<file path="src/rtl/irq_hub_pkg.sv">
// Shared constants and word selector for the interrupt hub.
package irq_hub_pkg;

    localparam int WORD_W     = 32;
    localparam int BUS_ADDR_W = 5;

    // Word selector; the numbering is the software-visible address layout.
    typedef enum logic [2:0] {
        SEL_STATUS = 3'd0,
        SEL_PEND   = 3'd1,
        SEL_ENABLE = 3'd2,
        SEL_ACK    = 3'd3,
        SEL_SETEN  = 3'd4,
        SEL_CLREN  = 3'd5,
        SEL_VEC    = 3'd6,
        SEL_MASTER = 3'd7
    } word_sel_e;

endpackage

</file>
<file path="src/rtl/irq_capture.sv">
// Input capture: turns request lines into per-cycle set pulses for the status word.
// Each line is level or rising-edge sensitive, chosen per bit by EDGE_MASK.
// Assumes irq_in is already synchronous to clk.
module irq_capture #(
    parameter int                N_SRC     = 32,
    parameter logic [N_SRC-1:0]  EDGE_MASK = '0
) (
    input  logic             clk,
    input  logic             rst_n,
    input  logic             hie,
    input  logic [N_SRC-1:0] irq_in,
    output logic [N_SRC-1:0] cap_bits
);

    logic [N_SRC-1:0] irq_q;

    // Previous-cycle sample of every line, tracked whatever the capture switch says.
    always_ff @(posedge clk) begin
        if (!rst_n) irq_q <= '0;
        else        irq_q <= irq_in;
    end

    // Per-line set condition, picked by the line's mode.
    for (genvar gi = 0; gi < N_SRC; gi++) begin : g_line
        if (EDGE_MASK[gi]) begin : g_edge
            assign cap_bits[gi] = hie & irq_in[gi] & ~irq_q[gi];
        end else begin : g_level
            assign cap_bits[gi] = hie & irq_in[gi];
        end
    end

endmodule

</file>
<file path="src/rtl/irq_lowest_enc.sv">
// Lowest-index encoder: reports the smallest set bit of the pending word.
// It drives all ones on the output when nothing is pending. Purely combinational.
module irq_lowest_enc #(
    parameter int N_SRC = 32,
    parameter int OUT_W = 32
) (
    input  logic [N_SRC-1:0] pend,
    output logic [OUT_W-1:0] vec,
    output logic             any
);

    // Scan from the top down so that the lowest set index wins.
    always_comb begin
        vec = '1;
        any = 1'b0;
        for (int i = N_SRC - 1; i >= 0; i--) begin
            if (pend[i]) begin
                vec = OUT_W'(i);
                any = 1'b1;
            end
        end
    end

endmodule

</file>
<file path="src/rtl/irq_regfile.sv">
// Register storage: status, enable, master-control and the optional command-word copies.
// It applies the bus write first and the capture pulses after it, within one cycle.
// Assumes at most one write per cycle.
module irq_regfile
    import irq_hub_pkg::*;
#(
    parameter int   N_SRC        = 32,
    parameter bit   READBACK_CMD = 1'b0
) (
    input  logic              clk,
    input  logic              rst_n,
    input  logic              wr_en,
    input  word_sel_e         sel,
    input  logic [WORD_W-1:0] wdata,
    input  logic [N_SRC-1:0]  cap_bits,
    output logic [N_SRC-1:0]  status,
    output logic [N_SRC-1:0]  enable,
    output logic [1:0]        master,
    output logic [WORD_W-1:0] ack_rb,
    output logic [WORD_W-1:0] set_rb,
    output logic [WORD_W-1:0] clr_rb
);

    logic [N_SRC-1:0] status_nx;
    logic [N_SRC-1:0] enable_nx;
    logic [N_SRC-1:0] wd_src;

    assign wd_src = wdata[N_SRC-1:0];

    // Next status: direct store (capture off only), acknowledge, then capture.
    always_comb begin
        status_nx = status;
        if (wr_en && sel == SEL_STATUS && !master[1]) status_nx = wd_src;
        if (wr_en && sel == SEL_ACK)                  status_nx = status_nx & ~wd_src;
        status_nx = status_nx | cap_bits;
    end

    // Next enable: plain write, atomic set or atomic clear.
    always_comb begin
        enable_nx = enable;
        if (wr_en) begin
            case (sel)
                SEL_ENABLE: enable_nx = wd_src;
                SEL_SETEN:  enable_nx = enable | wd_src;
                SEL_CLREN:  enable_nx = enable & ~wd_src;
                default:    enable_nx = enable;
            endcase
        end
    end

    // Status, enable and master-control storage.
    always_ff @(posedge clk) begin
        if (!rst_n) begin
            status <= '0;
            enable <= '0;
            master <= '0;
        end else begin
            status <= status_nx;
            enable <= enable_nx;
            if (wr_en && sel == SEL_MASTER) master <= wdata[1:0];
        end
    end

    // Command-word copies exist only when read-back is built in.
    if (READBACK_CMD) begin : g_rb
        // Keep the last data written to each command word.
        always_ff @(posedge clk) begin
            if (!rst_n) begin
                ack_rb <= '0;
                set_rb <= '0;
                clr_rb <= '0;
            end else if (wr_en) begin
                if (sel == SEL_ACK)   ack_rb <= wdata;
                if (sel == SEL_SETEN) set_rb <= wdata;
                if (sel == SEL_CLREN) clr_rb <= wdata;
            end
        end
    end else begin : g_norb
        assign ack_rb = '0;
        assign set_rb = '0;
        assign clr_rb = '0;
    end

    // Acknowledge with capture off leaves no written bit set.
    assert_ack_clears_R5: assert property (@(posedge clk) disable iff (!rst_n)
        $past(wr_en && sel == SEL_ACK && !master[1]) |-> ((status & $past(wd_src)) == '0));

    // Atomic set leaves every written bit enabled.
    assert_set_enable_R6: assert property (@(posedge clk) disable iff (!rst_n)
        $past(wr_en && sel == SEL_SETEN) |-> ((enable & $past(wd_src)) == $past(wd_src)));

    // Atomic clear leaves every written bit disabled.
    assert_clr_enable_R6: assert property (@(posedge clk) disable iff (!rst_n)
        $past(wr_en && sel == SEL_CLREN) |-> ((enable & $past(wd_src)) == '0));

    // Capture off and no status write: no new status bit appears.
    assert_no_capture_R7: assert property (@(posedge clk) disable iff (!rst_n)
        $past(!master[1] && !(wr_en && sel == SEL_STATUS)) |-> ((status & ~$past(status)) == '0));

    // Status write while capturing loses no bit.
    assert_status_locked_R10: assert property (@(posedge clk) disable iff (!rst_n)
        $past(wr_en && sel == SEL_STATUS && master[1]) |-> ((status & $past(status)) == $past(status)));

endmodule

</file>
<file path="src/rtl/irq_hub.sv">
// Interrupt hub top: bus decode, read mux and output gating around the
// capture, storage and encoder pieces. Reads are combinational.
// Writes take effect at the next clock edge. Assumes 1 <= N_SRC <= 32.
module irq_hub
    import irq_hub_pkg::*;
#(
    parameter int               N_SRC        = 32,
    parameter logic [N_SRC-1:0] EDGE_MASK    = '0,
    parameter bit               READBACK_CMD = 1'b0
) (
    input  logic                  clk,
    input  logic                  rst_n,
    input  logic                  bus_wr,
    input  logic [BUS_ADDR_W-1:0] bus_addr,
    input  logic [WORD_W-1:0]     bus_wdata,
    output logic [WORD_W-1:0]     bus_rdata,
    input  logic [N_SRC-1:0]      irq_in,
    output logic                  irq_out
);

    localparam int IDX_W = (N_SRC > 1) ? $clog2(N_SRC) : 1;

    word_sel_e          sel;
    logic [N_SRC-1:0]   cap_bits;
    logic [N_SRC-1:0]   status;
    logic [N_SRC-1:0]   enable;
    logic [N_SRC-1:0]   pend;
    logic [1:0]         master;
    logic [WORD_W-1:0]  ack_rb;
    logic [WORD_W-1:0]  set_rb;
    logic [WORD_W-1:0]  clr_rb;
    logic [WORD_W-1:0]  vec;
    logic               any_pend;
    logic               unused_addr_bits;

    assign sel              = word_sel_e'(bus_addr[4:2]);
    assign unused_addr_bits = ^bus_addr[1:0];

    irq_capture #(.N_SRC(N_SRC), .EDGE_MASK(EDGE_MASK)) i_capture (
        .clk      (clk),
        .rst_n    (rst_n),
        .hie      (master[1]),
        .irq_in   (irq_in),
        .cap_bits (cap_bits)
    );

    irq_regfile #(.N_SRC(N_SRC), .READBACK_CMD(READBACK_CMD)) i_regfile (
        .clk      (clk),
        .rst_n    (rst_n),
        .wr_en    (bus_wr),
        .sel      (sel),
        .wdata    (bus_wdata),
        .cap_bits (cap_bits),
        .status   (status),
        .enable   (enable),
        .master   (master),
        .ack_rb   (ack_rb),
        .set_rb   (set_rb),
        .clr_rb   (clr_rb)
    );

    assign pend = status & enable;

    irq_lowest_enc #(.N_SRC(N_SRC), .OUT_W(WORD_W)) i_enc (
        .pend (pend),
        .vec  (vec),
        .any  (any_pend)
    );

    // Processor output: the output switch gates any pending request.
    assign irq_out = master[0] & any_pend;

    // Read mux over the eight words; narrow words are zero-extended.
    always_comb begin
        case (sel)
            SEL_STATUS: bus_rdata = WORD_W'(status);
            SEL_PEND:   bus_rdata = WORD_W'(pend);
            SEL_ENABLE: bus_rdata = WORD_W'(enable);
            SEL_ACK:    bus_rdata = ack_rb;
            SEL_SETEN:  bus_rdata = set_rb;
            SEL_CLREN:  bus_rdata = clr_rb;
            SEL_VEC:    bus_rdata = vec;
            default:    bus_rdata = WORD_W'(master);
        endcase
    end

    // The encoder points at a pending bit and no lower bit is pending.
    assert_vec_lowest_R4: assert property (@(posedge clk) disable iff (!rst_n)
        (|pend) |-> (pend[vec[IDX_W-1:0]] &&
                     ((pend & ((N_SRC'(1) << vec[IDX_W-1:0]) - N_SRC'(1))) == '0)));

    // The encoder reads all ones with nothing pending.
    assert_vec_empty_R4: assert property (@(posedge clk) disable iff (!rst_n)
        !(|pend) |-> (&vec));

    // Dropping only the capture switch keeps a live interrupt up.
    assert_hie_drop_R11: assert property (@(posedge clk) disable iff (!rst_n)
        $past(bus_wr && sel == SEL_MASTER && master == 2'b11 &&
              bus_wdata[1:0] == 2'b01 && irq_out) |-> irq_out);

endmodule

</file>
<file path="config.mk">
export PLATFORM = sky130hd
export DESIGN_NAME = irq_hub
export DESIGN_NICKNAME = d
export VERILOG_FILES = /design/src/rtl/irq_hub_pkg.sv /design/src/rtl/irq_capture.sv /design/src/rtl/irq_lowest_enc.sv /design/src/rtl/irq_regfile.sv /design/src/rtl/irq_hub.sv
export SDC_FILE = /design/constraint.sdc
export NUM_CORES = 1
export LEC_CHECK = 0
export ABC_AREA = 1
export BUFFER_PORTS_ARGS = -buffer_cell sky130_fd_sc_hd__buf_2
export CAP_MARGIN = 40
export CORE_MARGIN = 1.5
export CORE_UTILIZATION = 30
export DETAILED_ROUTE_END_ITERATION = 10
export PLACE_DENSITY = 0.55
export SLEW_MARGIN = 30
export SYNTH_ARGS = -nofsm -noshare
export SYNTH_HDL_FRONTEND = slang
export SYNTH_SLANG_ARGS = --single-unit
</file>
<file path="constraint.sdc">
create_clock -name clk -period 2.7 [get_ports clk]
set_input_delay 0.27 -clock clk [delete_from_list [all_inputs] [get_ports clk]]
set_output_delay 0.27 -clock clk [all_outputs]
set_load 0.05 [all_outputs]
</file>
==> results.cfg <==
[grt]
grtUsageTotal_pct = 20.4
grt_first_pass_wirelength_um = 23300
antenna_found_initial = 0
grt_max_degree = 65
grt-ovfl-total = 0
grt_pass1_vias = 4744

[critical_path]
crit_required_ns = 2.43
worstPathArrival_ns = 2.57
reg2reg_from = i_regfile.master[1]
crit_path_start_kind = flop
critPathMaxFanout = 2
slowest_stage = dfxtp_2
path_common_cell = nand2_1
reg2regPathDepth = 6
worstSetupPathType = reg -> out
cp-end-kind = primary output
r2r_end = i_regfile.status[7]
reg2reg_setup_slack_ns = 1.19
worst_path_largest_cell_delay_ns = 0.32

[routing]
drt_iter0_drc = 409
routedWlPerCell_um = 15.5
drc = 0
top_layer_used = met4
drt_first_pass_iters = 5
wl_met2_um = 7100
viasPerCell = 5.18
antenna_left = 0
dr_wl_met3_um = 792
via_count = 4889
finalWirelength_um = 14600
met1Wirelength_um = 6560

[cts]
cts_hold_buf = 0
clock-sinks = 66
clkTransAtPathRegs_ns = 0.06
cts_buffer_depth = 2
worstSkewPairLatency_ns = 0.33
numCtsBuffers = 9
cts_tree = built
h-tree-depth = 3
clockRootBuffer = clkbuf_16

[power_and_ir_drop]
p_leak_uw = 0.00241
power_per_cell_area_mw_per_mm2 = 521
ir_worst_vdd_mv = 0.342
p_total_uw = 2700

[logic_synthesis]
ys_seq_area_share_pct = 32.0
yosysWarnings = 0
yosys.area.top_type_share_pct = 32.0
synth_cell_types = 25
synth_area_leader_cell = dfxtp_1
syn-instance-count = 669
yosys.area_share.simple_pct = 31.7
avgSynthCellArea_um2 = 6.16
synth-seq-cells = 66
synth-xor-area-share_pct = 0
synth_fa_ha_area_share_pct = 0
synth_top_family_by_area = simple AND/OR/NAND/NOR gates
syn-cell-area_mm2 = 0.00412
synth_compound_area_share_pct = 28.6
synth.area.mux_share_pct = 0
synth_area_leaders = dfxtp_1 32%, nand2_1 18%, a21oi_1 8.7%, o21ai_0 6.6%, o21ai_1 6.2%
synth_nets = 741

[placement]
port_buffers = 102
place_congestion = 0.764
hpwl_um = 9700
place_inst = 923

[die]
die_y_um = 120
die_area_mm2 = 0.0145
ioPinCount = 105
start_util_pct = 30.9
die_w_um = 120
rows = 42
core-area_mm2 = 0.0133

[cells_and_area]
nets = 835
final_common_cell = nand2_1
drive_above_1_share_pct = 21.6
fin_cells = 944
final_cell_mix = 199 x nand2_1, 101 x buf_2, 72 x a21oi_1, 62 x dfxtp_1
syn2layout_area_growth_pct = 25.5
num_antenna_cells = 0

[sta]
clock-skew-final_ns = 0.00266
setup_viol = 1
max_freq_mhz = 352
rsz0062_at_grt = yes
slew_violations = 0
timing_hold_violations_final = 0
whs_ns = 0.182
setup_ws_ns = -0.138
min_period_ns = 2.84
relSlewSlack_pct = 49.2
period_share_pct = 105
tightest_slew_ns = 0.762

[hold_path]
holdPathEnd = i_regfile.status[20]
worstHoldPathType = in -> reg
hold_depth = 3
hp-start = irq_in[20]

[job]
max_cap_viol_count = 0

[run_status]
status = complete, but fails checks
violations = negative setup slack
[critical path: cells and delay by family (launching register included)]
family	cells	cell delay [ns]
buf+inv	2	0.20
flops	1	0.32
compound gates	1	0.15
simple gates	31	1.55
[kinds of logic after synthesis]
| group | Yosys count |
|---|---|
| and+or+nand+nor | 307 |
| AOI/OAI and AO/OA | 212 |
| buffers and inverters | 84 |
| DFF | 66 |
[registers in the layout (all words and copies together), names as in the netlist]
register and count:
i_regfile.status 32, i_regfile.enable 32, i_regfile.master 2
[cells in the mapped netlist, drive strengths merged]
library cell	n
nor4	1
a31oi	3
a211oi	1
dfxtp	66
inv	42
a22oi	1
clkbuf	42
o2111ai	27
o31ai	1
nand3b	1
a221oi	1
nor3	2
nand4	2
nand3	31
nor2	55
and3	2
a21oi	73
nand2	213
o21ai	105
[metrics by stage]
| step | instance area, um^2 | setup WS (ns) | TNS [ns] | utilization, % |
|---|---|---|---|---|
| after floorplan | 4120 | 0.242 | 0 | - |
| after global placement | 4840 | 0.0708 | 0 | 36.3 |
| after detailed placement | 4840 | 0.0845 | 0 | 36.3 |
| after CTS | 5170 | -0.193 | -0.193 | 38.8 |
| after global routing | 5170 | -0.452 | -0.452 | 38.8 |
| final | 5170 | -0.138 | -0.138 | 38.8 |
[power by group]
part           leakage (uW)  switching [uW]  total, uW  internal, uW
sequential         0.000538            37.0       1050          1020
combinational       0.00173             358        507           150
clock              0.000143             440       1140           695
total               0.00241             835       2700          1860
[repair_timing]
action	4_1_cts	5_1_grt
buffers inserted	5	0
pin swaps	2	2
setup endpoints to repair	1	1
resized for setup	6	0
cloned	0	0
endpoints found under the hold margin	0	0
[routing by layer]
layer / vias to the layer above / track usage (%)
li1: 2445 / -
met1: 2272 / 25.8
met2: 154 / 35.9
met3: 18 / 3.49
met4: 0 / 5.74
met5: - / 0
[how the worst max path moves through the flow]
stage,from,to,slack (ns)
2_1_floorplan,i_regfile.status[29],bus_rdata[0],0.24
3_3_place_gp,i_regfile.status[30],bus_rdata[0],0.07
3_5_place_dp,i_regfile.status[29],bus_rdata[0],0.08
4_1_cts,i_regfile.enable[30],bus_rdata[0],-0.19
5_1_grt,i_regfile.status[30],bus_rdata[0],-0.45
6_report,i_regfile.status[30],bus_rdata[0],-0.14
[layout make-up]
class	count	area (um^2)
fillers	1463	8170
multi-input cells	519	2500
flip-flops and latches	66	1330
repair buffers	125	689
clock buffers	14	274
well taps	176	220
inverters	42	158
clock inverters	2	10.0
Power figures use the tool's default switching activity.
